===== src/rtl/txr_pkg.sv =====
package txr_pkg;

  typedef enum logic [3:0] {
    S_IDLE, S_STAT_RD, S_STAT_CHK, S_LEN_RD, S_LEN_CHK,
    S_FETCH, S_LATCH, S_SEND, S_WB_STAT, S_WB_ERR
  } txr_state_e;

  localparam logic [7:0] STAT_ARMED = 8'h83;  // owned, start and end of packet
  localparam logic [7:0] STAT_SENT  = 8'h03;  // ownership returned to host

  // Byte count from the negated length field, clamped to one buffer.
  function automatic logic [15:0] byte_count(input logic [15:0] len_field,
                                             input logic [15:0] cap);
    logic [15:0] n;
    n = 16'(~len_field + 16'd1);
    if (n == 16'd0 || n > cap) return cap;
    return n;
  endfunction

endpackage


===== src/rtl/txr_ring_ptr.sv =====
module txr_ring_ptr #(
  parameter int RING_LOG = 4
) (
  input  logic                clk,
  input  logic                rst_n,
  input  logic                scan_clr,
  input  logic                adv,
  output logic [RING_LOG-1:0] ptr,
  output logic                scan_full
);
  localparam int RING = 1 << RING_LOG;

  logic [RING_LOG:0] scan_cnt;

  always_ff @(posedge clk) begin
    if (!rst_n) begin
      ptr      <= '0;
      scan_cnt <= '0;
    end else begin
      if (scan_clr) scan_cnt <= '0;
      else if (adv) scan_cnt <= scan_cnt + 1'b1;
      if (adv) ptr <= ptr + 1'b1;
    end
  end

  assign scan_full = (scan_cnt == (RING_LOG+1)'(RING));


  scan_bound_chk: assert property (@(posedge clk) disable iff (!rst_n)
    adv |-> (scan_cnt < (RING_LOG+1)'(RING)));

endmodule


===== src/rtl/txr_byte_cnt.sv =====
module txr_byte_cnt #(
  parameter int CW = 11
) (
  input  logic          clk,
  input  logic          rst_n,
  input  logic          load,
  input  logic [CW-1:0] load_val,
  input  logic          step,
  output logic [CW-1:0] idx,
  output logic          last
);
  logic [CW-1:0] remain;

  always_ff @(posedge clk) begin
    if (!rst_n) begin
      remain <= '0;
      idx    <= '0;
    end else if (load) begin
      remain <= load_val;
      idx    <= '0;
    end else if (step) begin
      remain <= remain - 1'b1;
      idx    <= idx + 1'b1;
    end
  end

  assign last = (remain == CW'(1));


  load_nonzero_chk: assert property (@(posedge clk) disable iff (!rst_n)
    load |=> (remain != '0));


  step_adv_chk: assert property (@(posedge clk) disable iff (!rst_n)
    (step && !load) |=> (idx == $past(idx) + 1'b1));

endmodule


===== src/rtl/txd_ring_engine.sv =====
module txd_ring_engine #(
  parameter int RING_LOG  = 4,
  parameter int BUF_BYTES = 1544,
  localparam int RING     = 1 << RING_LOG,
  localparam int DESC_AW  = RING_LOG + 2,
  localparam int BUF_AW   = $clog2(RING * BUF_BYTES),
  localparam int CW       = $clog2(BUF_BYTES + 1)
) (
  input  logic                clk,
  input  logic                rst_n,
  input  logic                run_en,
  input  logic                tx_demand,
  output logic                desc_rd_en,
  output logic                desc_wr_en,
  output logic [DESC_AW-1:0]  desc_addr,
  output logic [15:0]         desc_wdata,
  input  logic [15:0]         desc_rdata,
  output logic                buf_rd_en,
  output logic [BUF_AW-1:0]   buf_addr,
  input  logic [7:0]          buf_rdata,
  output logic                tx_valid,
  output logic [7:0]          tx_data,
  output logic                tx_last,
  input  logic                tx_ready,
  output logic                tx_done,
  output logic                busy,
  output logic [RING_LOG-1:0] ring_ptr
);
  import txr_pkg::*;

  txr_state_e    st, st_nx;
  logic [7:0]    hi_q, byte_q;
  logic          scan_full, cnt_last, cnt_load, cnt_step, beat;
  logic [CW-1:0] cnt_idx, cnt_val;

  // named internal events
  logic scan_start, entry_armed, pkt_done;

  assign scan_start  = (st == S_IDLE) && tx_demand && run_en;
  assign entry_armed = (desc_rdata[15:8] == STAT_ARMED);
  assign beat        = (st == S_SEND) && tx_ready;
  assign pkt_done    = (st == S_WB_ERR);
  assign cnt_load    = (st == S_LEN_CHK);
  assign cnt_step    = beat && !cnt_last;
  assign cnt_val     = CW'(byte_count(desc_rdata, 16'(BUF_BYTES)));

  txr_ring_ptr #(.RING_LOG(RING_LOG)) u_ptr (
    .clk(clk), .rst_n(rst_n), .scan_clr(scan_start), .adv(pkt_done),
    .ptr(ring_ptr), .scan_full(scan_full)
  );

  txr_byte_cnt #(.CW(CW)) u_cnt (
    .clk(clk), .rst_n(rst_n), .load(cnt_load), .load_val(cnt_val),
    .step(cnt_step), .idx(cnt_idx), .last(cnt_last)
  );

  always_comb begin
    st_nx = st;
    unique case (st)
      S_IDLE:     if (scan_start) st_nx = S_STAT_RD;
      S_STAT_RD:  st_nx = (run_en && !scan_full) ? S_STAT_CHK : S_IDLE;
      S_STAT_CHK: st_nx = entry_armed ? S_LEN_RD : S_IDLE;
      S_LEN_RD:   st_nx = S_LEN_CHK;
      S_LEN_CHK:  st_nx = S_FETCH;
      S_FETCH:    st_nx = S_LATCH;
      S_LATCH:    st_nx = S_SEND;
      S_SEND:     if (tx_ready) st_nx = cnt_last ? S_WB_STAT : S_FETCH;
      S_WB_STAT:  st_nx = S_WB_ERR;
      S_WB_ERR:   st_nx = S_STAT_RD;
      default:    st_nx = S_IDLE;
    endcase
  end

  always_ff @(posedge clk) begin
    if (!rst_n) begin
      st     <= S_IDLE;
      hi_q   <= '0;
      byte_q <= '0;
    end else begin
      st <= st_nx;
      if (st == S_STAT_CHK) hi_q <= desc_rdata[7:0];
      if (st == S_LATCH) byte_q <= buf_rdata;
    end
  end

  always_comb begin
    unique case (st)
      S_STAT_RD, S_WB_STAT: desc_addr = {ring_ptr, 2'd1};
      S_LEN_RD:             desc_addr = {ring_ptr, 2'd2};
      S_WB_ERR:             desc_addr = {ring_ptr, 2'd3};
      default:              desc_addr = {ring_ptr, 2'd0};
    endcase
  end

  assign desc_rd_en = ((st == S_STAT_RD) && run_en && !scan_full) || (st == S_LEN_RD);
  assign desc_wr_en = (st == S_WB_STAT) || (st == S_WB_ERR);
  assign desc_wdata = (st == S_WB_STAT) ? {STAT_SENT, hi_q} : 16'h0000;
  assign buf_rd_en  = (st == S_FETCH);
  assign buf_addr   = BUF_AW'(ring_ptr) * BUF_AW'(BUF_BYTES) + BUF_AW'(cnt_idx);
  assign tx_valid   = (st == S_SEND);
  assign tx_data    = byte_q;
  assign tx_last    = (st == S_SEND) && cnt_last;
  assign tx_done    = pkt_done;
  assign busy       = (st != S_IDLE);


  hold_chk: assert property (@(posedge clk) disable iff (!rst_n)
    (tx_valid && !tx_ready) |=> (tx_valid && $stable(tx_data) && $stable(tx_last)));


  ptr_adv_chk: assert property (@(posedge clk) disable iff (!rst_n)
    tx_done |=> (ring_ptr == RING_LOG'($past(ring_ptr) + 1'b1)));


  done_pulse_chk: assert property (@(posedge clk) disable iff (!rst_n)
    tx_done |=> !tx_done);


  last_valid_chk: assert property (@(posedge clk) disable iff (!rst_n)
    tx_last |-> tx_valid);


  stop_idle_chk: assert property (@(posedge clk) disable iff (!rst_n)
    ((st == S_IDLE) && !run_en) |=> !desc_rd_en && !desc_wr_en);


  armed_only_chk: assert property (@(posedge clk) disable iff (!rst_n)
    (st == S_STAT_CHK && !entry_armed) |=> !busy);


  port_excl_chk: assert property (@(posedge clk) disable iff (!rst_n)
    $onehot0({desc_rd_en, desc_wr_en, buf_rd_en}));

endmodule


===== config.mk =====
export PLATFORM = sky130hd
export DESIGN_NAME = txd_ring_engine
export DESIGN_NICKNAME = d
export VERILOG_FILES = /design/src/rtl/txr_pkg.sv /design/src/rtl/txr_ring_ptr.sv /design/src/rtl/txr_byte_cnt.sv /design/src/rtl/txd_ring_engine.sv
export SDC_FILE = /design/constraint.sdc
export NUM_CORES = 1
export LEC_CHECK = 0
export BUFFER_PORTS_ARGS = -buffer_cell sky130_fd_sc_hd__clkbuf_2
export CAP_MARGIN = 20
export CELL_PAD_IN_SITES_DETAIL_PLACEMENT = 1
export CELL_PAD_IN_SITES_GLOBAL_PLACEMENT = 1
export CORE_AREA = 4 4 97 99
export DETAILED_ROUTE_END_ITERATION = 10
export DIE_AREA = 0 0 101 103
export HOLD_SLACK_MARGIN = 0.05
export PLACE_DENSITY = 0.95
export SYNTH_ARGS = -nofsm -noshare
export SYNTH_HDL_FRONTEND = slang
export SYNTH_HIERARCHICAL = 1
export SYNTH_SLANG_ARGS = --single-unit

===== constraint.sdc =====
create_clock -name clk -period 5.7 [get_ports clk]
set_input_delay 0 -clock clk [delete_from_list [all_inputs] [get_ports clk]]
set_output_delay 0 -clock clk [all_outputs]
set_load 0.02 [all_outputs]

==> run summary, run 1 <==
===========================================================================================
Std cell rows                                                                            34
I/O pin total                                                                            85
Clock latency of the later-clocked register in the worst-skew pair                  0.31 ns
Largest driver fanout on the critical path                                                9
Post-CTS Setup Bufs                                                                       0
Placeable core region                                                              8551 µm²
Global-route wire length before repair                                             16600 µm
Number of design-rule violations left by the first detailed-router iteration             98
Number of global-route vias before repair                                              3503
Number of optimization iterations in the first detailed-route pass                        4
All-layer global routing usage                                                       0.1936
Worst EP arrival                                                                    2.72 ns
Share of synthesized area occupied by flip-flops and latches                         0.2819
Leakage power figure                                                               1.749 nW
Hold Crit Class                                                                input pin to flop
Max-capacitance violation count                                                           0
Count of port buffers added during placement                                             78
# setup viols final                                                                       0
Worst setup slack before clock tree synthesis                                      3.062 ns
Sink Count                                                                               51
Clk root buf                                                                   sky130_fd_sc_hd__clkbuf_8
Worst-case clock buffer depth                                                             2
Chain of cells forming the critical path                                       inv_1, ha_1, inv_1, ha_1, ha_1, and3_1, a32oi_1, xor2_1, clkbuf_2
Total cell area at the placement stage                                             3979 µm²
Number of cells produced by synthesis                                                   435
Required @ worst endpoint                                                           5.70 ns
Power after layout                                                                0.6599 mW
Net switching component of the power                                              0.1805 mW
Count of nets after finishing                                                           559
Clock transition at path regs                                                       0.10 ns
Effective utilization at floorplan                                                   0.4236
Routed vias                                                                            3406
Final critical delay including setup and external delays                           2.720 ns
Max VDD drop                                                                     0.08782 mV
Async SR Flop Fraction                                                                    0
Fmax                                                                             0.3677 GHz
Routed via count divided by cell count                                                5.520
Maximum number of pins on one net before global-route repair                             39
Sequential cell area                                                               1021 µm²
Clock tree from TritonCTS                                                              done
Critical path's most frequent cell                                             sky130_fd_sc_hd__ha_1
Number of levels in the clock H-tree                                                      2
Part of the power in the clock network                                                0.324
Sequential Power Share                                                                0.550
Worst-case setup margin in the final layout                                        2.980 ns
Areal power density over the cells                                             157.2 nW/µm²
Area of the multi-input gates                                                      2361 µm²
Synth top area share                                                                 0.2819
Cell family contributing the most delay on the critical path                    adder cells
Remaining Overflow, GRT                                                                   0
Routed wire length                                                                  9927 µm
Cell taking the most area after synthesis                                      sky130_fd_sc_hd__dfxtp_1
Synth Warn #                                                                              6
Worst hold slack after final layout                                              0.07019 ns
Final-report hold violation count                                                         0
Max Slew Vio Count                                                                        0
Buffers and inverters on the worst path                                                   3
Clock buffers created by TritonCTS                                                        5
Residual antenna-violating net count after detailed routing                               0
Final core area utilization                                                          0.4909
Result of the run                                                                 completed
RD Place Congestion                                                                  0.9035
Unrepaired setup endpoints after global routing                                       false
Die boundary width                                                                   101 µm
Internal power of the cells                                                       0.4794 mW
Worst Setup End Kind                                                           primary output
Diodes inserted                                                                           0
Initial antenna violation count                                                           0
Overall die area                                                                  10400 µm²
CP peak stage delay                                                                 0.53 ns
Mapped cell area                                                                   3622 µm²
HPWL reported at the end of detailed placement                                      7710 µm
Post-layout instance area                                                          4198 µm²
Dominant cells by area after synthesis                                         sky130_fd_sc_hd__dfxtp_1, sky130_fd_sc_hd__ha_1, sky130_fd_sc_hd__xnor2_1
Setup tns final                                                                        0 ns
Detailed-route DRC error count                                                            0
Layout area overhead                                                                 15.89%
Worst Min Path Start                                                           desc_rdata[7]
Worst-path cell with the longest stage delay                                   sky130_fd_sc_hd__dfxtp_1
Setup crit start                                                               u_ptr/ptr[2]
Top flip-flop cell by instance count after synthesis                           sky130_fd_sc_hd__dfxtp_1
Critical register-to-register path startpoint                                         st[3]
Distinct cell type count of the synthesized netlist                                      72
Least-Margin Pin Slew                                                             0.8734 ns
Critical path type                                                             flop to primary output
Die Ht                                                                               103 µm
Proportion of layout cells with a drive suffix above 1                               0.2220
Final cell count without fillers                                                        617
Switch share                                                                         0.2735
Post-Syn Area per Cell                                                            8.327 µm²
Mean routed wirelength per cell                                                    16.09 µm
Max transition margin                                                                0.4133
Number of flops mapped to enable cells by yosys                                           0
Placed cell count                                                                       596
Final-layout fill cell count                                                           1044
Startpoint Class                                                                       flop
Combinational cell fraction of total power                                            0.125
Number of synthesized register bits                                                      51
Clock Skews                                                                      0.01078 ns
Ratio of final minimum period to clock period                                        0.4771
===========================================================================================
[repair_timing]
action / CTS / global route
hold buffers: 12 / 0
endpoints found under the hold margin: 12 / 0
resized for setup: 0 / 0
[worst paths after layout]
check                                       end  slack (ns)  cells past startpoint
worst min register to register          hi_q[4]        0.48                      2
worst max register to register  u_cnt/remain[9]        3.02                      6
worst min-delay path                    hi_q[7]        0.07                      3
worst max-delay path               buf_addr[13]        2.98                      9
[cell usage after synthesis, types with 6 or more instances]
cell,n
sky130_fd_sc_hd__a21boi_0,9
sky130_fd_sc_hd__a21oi_1,15
sky130_fd_sc_hd__a31oi_1,9
sky130_fd_sc_hd__and2_1,12
sky130_fd_sc_hd__and3_1,6
sky130_fd_sc_hd__buf_4,13
sky130_fd_sc_hd__clkbuf_1,10
sky130_fd_sc_hd__dfxtp_1,51
sky130_fd_sc_hd__ha_1,21
sky130_fd_sc_hd__inv_1,19
sky130_fd_sc_hd__mux2i_1,15
sky130_fd_sc_hd__nand2_1,36
sky130_fd_sc_hd__nand2b_1,7
sky130_fd_sc_hd__nand4_1,13
sky130_fd_sc_hd__nor2_1,26
sky130_fd_sc_hd__nor2b_1,12
sky130_fd_sc_hd__nor3_1,6
sky130_fd_sc_hd__nor4_1,8
sky130_fd_sc_hd__o21ai_0,24
sky130_fd_sc_hd__o31ai_1,7
sky130_fd_sc_hd__or3_1,7
sky130_fd_sc_hd__or4_1,9
sky130_fd_sc_hd__xnor2_1,18
sky130_fd_sc_hd__xor2_1,10
[layer usage]
metal	GRT usage	wire [µm]
met3	0.02639	368
met4	0.03988	81
met1	0.2313	4250
met2	0.3686	5226
met5	0	0
[final cells by class]
cell class | instances | area share
Multi-Input combinational cell | 340 | 0.5624
Inverter | 19 | 0.01699
Tap cell | 108 | 0.03219
Sequential cell | 51 | 0.2432
Timing Repair Buffer | 91 | 0.1243
Clock buffer | 5 | 0.01639
Clock inverter | 3 | 0.004471
[power groups by stage]
stage                     clock network, mW  logic, mW  registers, mW
after floorplan                           0     0.0550          0.369
after global placement                    0     0.0731          0.371
after detailed placement                  0     0.0755          0.372
after CTS                             0.220     0.0824          0.363
after global routing                  0.232     0.0916          0.364
final                                 0.214     0.0827          0.363
[cell usage in the layout (no fill, tap or decap), drive strengths merged, types with 3 or more instances in the layout]
| cell | n |
|---|---|
| nor2b | 12 |
| o21a | 3 |
| clkbuf | 83 |
| o31ai | 8 |
| nand2 | 37 |
| o211ai | 3 |
| a21oi | 15 |
| and2 | 12 |
| conb | 6 |
| mux2i | 15 |
| nand4 | 13 |
| xnor2 | 18 |
| a31oi | 9 |
| or2 | 4 |
| nor2 | 26 |
| and3 | 8 |
| or4 | 12 |
| or3b | 3 |
| dlygate4sd3 | 12 |
| xor2 | 10 |
| nor4 | 9 |
| nand2b | 8 |
| nand3 | 4 |
| or3 | 10 |
| o21ai | 25 |
| nand3b | 4 |
| dfxtp | 51 |
| a21boi | 9 |
| nor3 | 8 |
| ha | 21 |
| inv | 20 |
[cells by family after synthesis]
kind of cell             after synthesis  share of synthesized area
flip-flops                            51                     0.2819
buffers and inverters                 49                    0.07150
AND/OR/NAND/NOR                      177                     0.2853
other                                  1                   0.001035
adder cells (fa/ha/maj)               22                    0.07807
XOR/XNOR                              28                    0.06770
multiplexers                          15                    0.04145
AO/OA/AOI/OAI                         92                     0.1731
[worst register-to-register path, delay by kind of cell (launching register included)]
family	cells	cell delay [ns]
AND/OR/NAND/NOR	5	1.98
flip-flops	1	0.44
AO/OA/AOI/OAI	1	0.18
[flip-flops by register name, indices dropped and copies added (netlist names)]
register        count
tx_data             8
u_cnt/idx          11
u_cnt/remain       11
st                  4
u_ptr/ptr           4
u_ptr/scan_cnt      5
hi_q                8
(Power assumes the default switching activity.)
==> inputs of run 2 (changes only) <==
--- a/config.mk
+++ b/config.mk
@@ -9,11 +9,11 @@
 export CAP_MARGIN = 20
 export CELL_PAD_IN_SITES_DETAIL_PLACEMENT = 1
 export CELL_PAD_IN_SITES_GLOBAL_PLACEMENT = 1
-export CORE_AREA = 4 4 97 99
+export CORE_AREA = 4 4 101 103
 export DETAILED_ROUTE_END_ITERATION = 10
-export DIE_AREA = 0 0 101 103
+export DIE_AREA = 0 0 105 107
 export HOLD_SLACK_MARGIN = 0.05
-export PLACE_DENSITY = 0.95
+export PLACE_DENSITY = 0.89
 export SYNTH_ARGS = -nofsm -noshare
 export SYNTH_HDL_FRONTEND = slang
 export SYNTH_HIERARCHICAL = 1
==> constraint.sdc (replaced) <==
create_clock -name clk -period 2.8 [get_ports clk]
set_input_delay 0 -clock clk [delete_from_list [all_inputs] [get_ports clk]]
set_output_delay 0 -clock clk [all_outputs]
set_load 0.02 [all_outputs]
==> run 2 against run 1 <==
- clock skew up 0.0017 ns
- sequential cell count did not move
- die area up 8.0%
- largest cell class unchanged
==> run summary, run 2 (synthesized netlist as in run 1, its figures left out) <==
===========================================================================================
Total cell area at the placement stage                                             4035 µm²   +1.4%
Layout area overhead                                                                 17.96%
Diodes inserted                                                                           0   unchanged
Areal power density over the cells                                             336.3 nW/µm²   +110%
Worst setup slack before clock tree synthesis                                     0.2681 ns   -2.794 ns
Worst hold path depth                                                                     3   unchanged
Post-layout instance area                                                          4273 µm²   +1.8%
Least-Margin Pin Slew                                                             0.7798 ns   -0.09358 ns
Count of nets after finishing                                                           565   +1.1%
RD Place Congestion                                                                  0.8495   -6.0%
Number of global-route vias before repair                                              3662   +4.5%
Number of cells on the worst reg-to-reg path                                              7   +1
Routed vias                                                                            3476   +2.1%
# setup viols final                                                                       0   unchanged
Highest Signal Layer                                                                   met4
Clock buffers created by TritonCTS                                                        5   unchanged
Post-CTS Setup Bufs                                                                       0   unchanged
Max Slew Vio Count                                                                        0   unchanged
Proportion of layout cells with a drive suffix above 1                               0.2330   +0.01101
All-layer global routing usage                                                       0.1814   -0.01211
Required @ worst endpoint                                                           3.03 ns   -2.67 ns
Net switching component of the power                                              0.3657 mW   +100%
Max VDD drop                                                                      0.2536 mV   +190%
Worst-case setup margin in the final layout                                       0.2470 ns   -2.733 ns
Most frequent cells in the layout                                              sky130_fd_sc_hd__clkbuf_2, sky130_fd_sc_hd__dfxtp_1, sky130_fd_sc_hd__nand2_1, sky130_fd_sc_hd__nor2_1, sky130_fd_sc_hd__o21ai_0
Sequential Power Share                                                                0.515   -0.035
Routed wl met3                                                                       423 µm   +15%
Switch share                                                                         0.2545   -0.01899
Clock Skews                                                                      0.01247 ns   +0.001697 ns
Max-capacitance violation count                                                           0   unchanged
Count of port buffers added during placement                                             78   unchanged
Routed via count divided by cell count                                                5.553   +0.59%
Placeable core region                                                              9196 µm²   +7.6%
Final core area utilization                                                          0.4646   -0.02630
Remaining Overflow, GRT                                                                   0   unchanged
Internal power of the cells                                                        1.071 mW   +120%
Maximum number of pins on one net before global-route repair                             39   unchanged
Die Ht                                                                               107 µm   +3.9%
Routed wire length                                                                 10110 µm   +1.8%
Sink Count                                                                               51   unchanged
Ratio of final minimum period to clock period                                        0.9118
Commonest non-fill, non-tap cell in the layout                                 sky130_fd_sc_hd__clkbuf_2
Effective utilization at floorplan                                                   0.3939   -0.02974
Final critical delay including setup and external delays                           2.553 ns
Leakage power figure                                                               1.792 nW   +2.4%
Residual antenna-violating net count after detailed routing                               0   unchanged
Clock latency of the later-clocked register in the worst-skew pair                  0.30 ns   about the same
Final-report hold violation count                                                         0   unchanged
Met2 Routed Length                                                                  5470 µm   +4.7%
Fmax                                                                             0.3917 GHz
I/O pin total                                                                            85   unchanged
Mean routed wirelength per cell                                                    16.15 µm   +0.35%
Std cell rows                                                                            35   +2.9%
Part of the power in the clock network                                                0.367   +0.043
Detailed-route wire length on metal 1                                               4109 µm   -3.3%
Clock transition at path regs                                                       0.11 ns   about the same
Worst-case clock buffer depth                                                             2   unchanged
HPWL reported at the end of detailed placement                                      7659 µm   -0.66%
Initial antenna violation count                                                           0   unchanged
Top flop regs                                                                  u_cnt/idx (11), u_cnt/remain (11)
Worst EP arrival                                                                    2.79 ns   +0.07 ns
Combinational cell fraction of total power                                            0.118   -0.007
Largest driver fanout on the critical path                                               10   +1
Number of design-rule violations left by the first detailed-router iteration            155   +58%
Global-route wire length before repair                                             17170 µm   +3.5%
Detailed-route DRC error count                                                            0   unchanged
Clk root buf                                                                   sky130_fd_sc_hd__clkbuf_8
Hold Crit Class                                                                input pin to flop
Number of levels in the clock H-tree                                                      2   unchanged
Number of optimization iterations in the first detailed-route pass                        4   unchanged
Overall die area                                                                  11240 µm²   +8.0%
Worst Setup End Kind                                                                   flop
Unrepaired setup endpoints after global routing                                       false
Critical path type                                                             flop to flop
Startpoint Class                                                                       flop
Worst hold slack after final layout                                              0.06045 ns   -0.009738 ns
Clock tree from TritonCTS                                                              done
Die boundary width                                                                   105 µm   +4.0%
Setup tns final                                                                        0 ns   unchanged
Result of the run                                                                 completed
Max transition margin                                                                0.4761   +0.06287
===========================================================================================
## run 2: cell type report
| cell class | count | area [µm²] |
|---|---|---|
| Fill cell | 1120 | 4923 |
| Multi-Input combinational cell | 340 | 2361 |
| Sequential cell | 51 | 1022 |
| Timing Repair Buffer | 97 | 563.0 |
| Tap cell | 111 | 138.9 |
| Inverter | 19 | 71.32 |
| Clock buffer | 5 | 68.82 |
| Clock inverter | 3 | 47.55 |
## run 2: worst paths after layout
kind / slack (ns) / to / from
worst max-delay path: 0.25 / u_cnt/remain[4] / st[1]
worst min-delay path: 0.06 / hi_q[7] / desc_rdata[7]
worst max register to register: 0.25 / u_cnt/remain[4] / st[1]
worst min register to register: 0.47 / hi_q[2] / hi_q[2]
## run 2: stage by stage
stage / cells / power [mW]
final: 626 / 1.437
after global routing: 626 / 1.503
after CTS: 626 / 1.456
after detailed placement: 606 / 0.9109
after floorplan: 440 / 0.8626
after global placement: 606 / 0.9037
## run 2: metal layers
layer / vias to the layer above / GRT usage
li1: 1711 / -
met1: 1672 / 0.2066
met2: 82 / 0.3552
met3: 11 / 0.03010
met4: 0 / 0.03374
met5: - / 0
## run 2: critical path, cell delays in order, from the launching register on
cell                      delay (ns)
sky130_fd_sc_hd__dfxtp_1        0.54
sky130_fd_sc_hd__nand2_1        0.19
sky130_fd_sc_hd__nor2_1         0.25
sky130_fd_sc_hd__and3b_1        0.29
sky130_fd_sc_hd__buf_4          0.20
sky130_fd_sc_hd__nand2_1        0.22
sky130_fd_sc_hd__or4_2          0.60
sky130_fd_sc_hd__a31oi_1        0.19
## run 2: power groups by stage
stage | registers [mW] | logic [mW] | clock network, mW
3_3_place_gp | 0.756 | 0.148 | 0
6_report | 0.740 | 0.169 | 0.527
2_1_floorplan | 0.751 | 0.112 | 0
5_1_grt | 0.741 | 0.187 | 0.575
4_1_cts | 0.740 | 0.168 | 0.548
3_5_place_dp | 0.757 | 0.154 | 0
## run 2: timing repair
action | 4_1_cts | 5_1_grt
hold endpoints to repair | 12 | 0
hold buffers | 12 | 0
resized for setup | 0 | 2
endpoints found under the setup margin | 0 | 2
==> inputs of run 3 (changes only) <==
--- a/config.mk
+++ b/config.mk
@@ -9,9 +9,10 @@
 export CAP_MARGIN = 20
 export CELL_PAD_IN_SITES_DETAIL_PLACEMENT = 1
 export CELL_PAD_IN_SITES_GLOBAL_PLACEMENT = 1
-export CORE_AREA = 4 4 101 103
+export CORE_AREA = 4 4 73 142
+export CTS_CLUSTER_DIAMETER = 120
 export DETAILED_ROUTE_END_ITERATION = 10
-export DIE_AREA = 0 0 105 107
+export DIE_AREA = 0 0 77 146
 export HOLD_SLACK_MARGIN = 0.05
 export PLACE_DENSITY = 0.89
 export SYNTH_ARGS = -nofsm -noshare
==> run 3 against run 2 <==
- global-route usage rose by 2.0 points
- power rose by 12%
- hold slack improved by 0.0092 ns
- clock power rose by 32%
- utilization fell by 0.27 points
- combinational power rose by 4%
- sequential cell count did not move
- clock skew fell by 0.0037 ns
- via count rose by 2.6%
==> run summary, run 3 (synthesized netlist as in run 1, its figures left out) <==
===========================================================================================
Result of the run                                                                 completed
Max Slew Vio Count                                                                        0   unchanged
Count of port buffers added during placement                                             78   unchanged
# setup viols final                                                                       0   unchanged
Critical path type                                                             flop to primary output
Post-layout instance area                                                          4305 µm²   +0.76%
I/O pin total                                                                            85   unchanged
Routed vias                                                                            3567   +2.6%
Clock transition at path regs                                                       0.07 ns   -0.04 ns
RD Place Congestion                                                                  0.9642   +14%
Clk root buf                                                                   sky130_fd_sc_hd__clkbuf_16
Fmax                                                                             0.3896 GHz   -0.54%
Largest driver fanout on the critical path                                                9   -1
Commonest non-fill, non-tap cell in the layout                                 sky130_fd_sc_hd__clkbuf_2
Areal power density over the cells                                             374.9 nW/µm²   +11%
Diodes inserted                                                                           0   unchanged
Worst-path cell with the longest stage delay                                   sky130_fd_sc_hd__dfxtp_1
Startpoint Class                                                                       flop
CP peak stage delay                                                                 0.52 ns   -0.08 ns
Sink Count                                                                               51   unchanged
HPWL reported at the end of detailed placement                                      8530 µm   +11%
Residual antenna-violating net count after detailed routing                               0   unchanged
Initial antenna violation count                                                           0   unchanged
Placeable core region                                                              9321 µm²   +1.4%
Die boundary width                                                                    77 µm   -27%
Number of levels in the clock H-tree                                                      2   unchanged
Leakage power figure                                                               1.812 nW   +1.1%
Hold Crit Class                                                                input pin to flop
Routed via count divided by cell count                                                5.772   +3.9%
Max-capacitance violation count                                                           0   unchanged
Worst Min Path Start                                                           desc_rdata[7]
Number of design-rule violations left by the first detailed-router iteration            129   -17%
Overall die area                                                                  11240 µm²   about the same
Maximum number of pins on one net before global-route repair                             39   unchanged
Mean routed wirelength per cell                                                    18.04 µm   +12%
Required @ worst endpoint                                                           2.80 ns   -0.23 ns
Final critical delay including setup and external delays                           2.567 ns   +0.01391 ns
Max transition margin                                                                0.4465   -0.02968
Layout area overhead                                                                 18.86%
Routed wire length                                                                 11150 µm   +10%
Die Ht                                                                               146 µm   +36%
Final-layout fill cell count                                                           1154   +3.0%
Effective utilization at floorplan                                                   0.3886   -0.005287
Ratio of final minimum period to clock period                                        0.9168   +0.004968
Worst-case clock buffer depth                                                             2   unchanged
Least-Margin Pin Slew                                                             0.8240 ns   +0.04418 ns
Clock tree from TritonCTS                                                              done
Setup tns final                                                                        0 ns   unchanged
Setup crit start                                                               u_ptr/ptr[1]
Unrepaired setup endpoints after global routing                                       false
Remaining Overflow, GRT                                                                   0   unchanged
Critical register-to-register path startpoint                                         st[2]
Detailed-route DRC error count                                                            0   unchanged
Max VDD drop                                                                      0.2280 mV   -10%
Clock buffers created by TritonCTS                                                        5   unchanged
Total cell area at the placement stage                                             4026 µm²   -0.22%
Worst Setup End Kind                                                           primary output
Worst EP arrival                                                                    2.57 ns   -0.22 ns
Clock Skews                                                                     0.008775 ns   -0.003699 ns
Count of nets after finishing                                                           564   -0.18%
Final-report hold violation count                                                         0   unchanged
Chain of cells forming the critical path                                       ha_1, a21o_1, a21oi_1, nor2b_1, or2_2, a41oi_1, xnor2_1, clkbuf_2
Global-route wire length before repair                                             18440 µm   +7.4%
All-layer global routing usage                                                       0.2017   +0.02021
Top flop regs                                                                  u_cnt/idx (11), u_cnt/remain (11)
Number of optimization iterations in the first detailed-route pass                        5   +1
Number of global-route vias before repair                                              3833   +4.7%
Most frequent cells in the layout                                              sky130_fd_sc_hd__clkbuf_2, sky130_fd_sc_hd__dfxtp_1, sky130_fd_sc_hd__nand2_1, sky130_fd_sc_hd__nor2_1, sky130_fd_sc_hd__o21ai_0
Proportion of layout cells with a drive suffix above 1                               0.2315   -0.001492
Std cell rows                                                                            50   +43%
Clock latency of the later-clocked register in the worst-skew pair                  0.30 ns   about the same
===========================================================================================
[run 3: repair_timing]
item                                    CTS  global route
endpoints found under the setup margin    0             7
gates resized for setup                   0             1
hold endpoints to repair                 11             0
hold buffers                             11             0
setup buffers                             0             0
[run 3: metrics by stage]
stage          cells  power, mW  setup WS (ns)  hold WS [ns]  utilization
3_3_place_gp     599     0.9089         0.4082        0.2403       0.4319
6_report         618      1.614         0.2331       0.06969       0.4619
2_1_floorplan    440     0.8626         0.2592        0.1383            -
5_1_grt          618      1.672       0.002747        0.1151       0.4619
4_1_cts          618      1.628         0.1698       0.07140       0.4619
3_5_place_dp     599     0.9171         0.2958        0.2632       0.4319
[run 3: cell type report]
class,count,area [µm²],area share
Timing Repair Buffer,96,553.0,0.1285
Sequential cell,51,1021,0.2371
Inverter,19,71.32,0.01656
Tap cell,104,130.1,0.03022
Multi-Input combinational cell,340,2361,0.5484
Clock buffer,5,125.1,0.02906
Clock inverter,3,43.79,0.01017
[run 3: routing by layer]
layer	part of all wire	routed length [µm]	GRT usage
met5	0	0	0
met4	0.038	424	0.1052
met3	0.029	324	0.02974
met2	0.58	6501	0.4087
met1	0.35	3896	0.1850
[run 3: critical path: cells and delay by family, from the launching register on]
kind | cells | cell delay [ns]
compound gates | 3 | 0.67
fa+ha+maj | 1 | 0.30
xor+xnor | 1 | 0.15
buf+inv | 1 | 0.19
simple gates | 2 | 0.42
flops | 1 | 0.52
[run 3: path summary, 6_finish.rpt]
check | endpoint | slack (ns) | cells after the start
worst max-delay path | buf_addr[10] | 0.23 | 8
worst max register to register | u_cnt/idx[9] | 0.27 | 7
worst min register to register | hi_q[6] | 0.47 | 2
worst min-delay path | hi_q[7] | 0.07 | 3
[run 3: where the power goes]
| group | switching [mW] | internal, mW | total, mW | leakage (nW) |
|---|---|---|---|---|
| clock | 0.277 | 0.422 | 0.698 | 0.0838 |
| sequential | 0.00920 | 0.731 | 0.740 | 0.411 |
| combinational | 0.107 | 0.0687 | 0.176 | 1.32 |
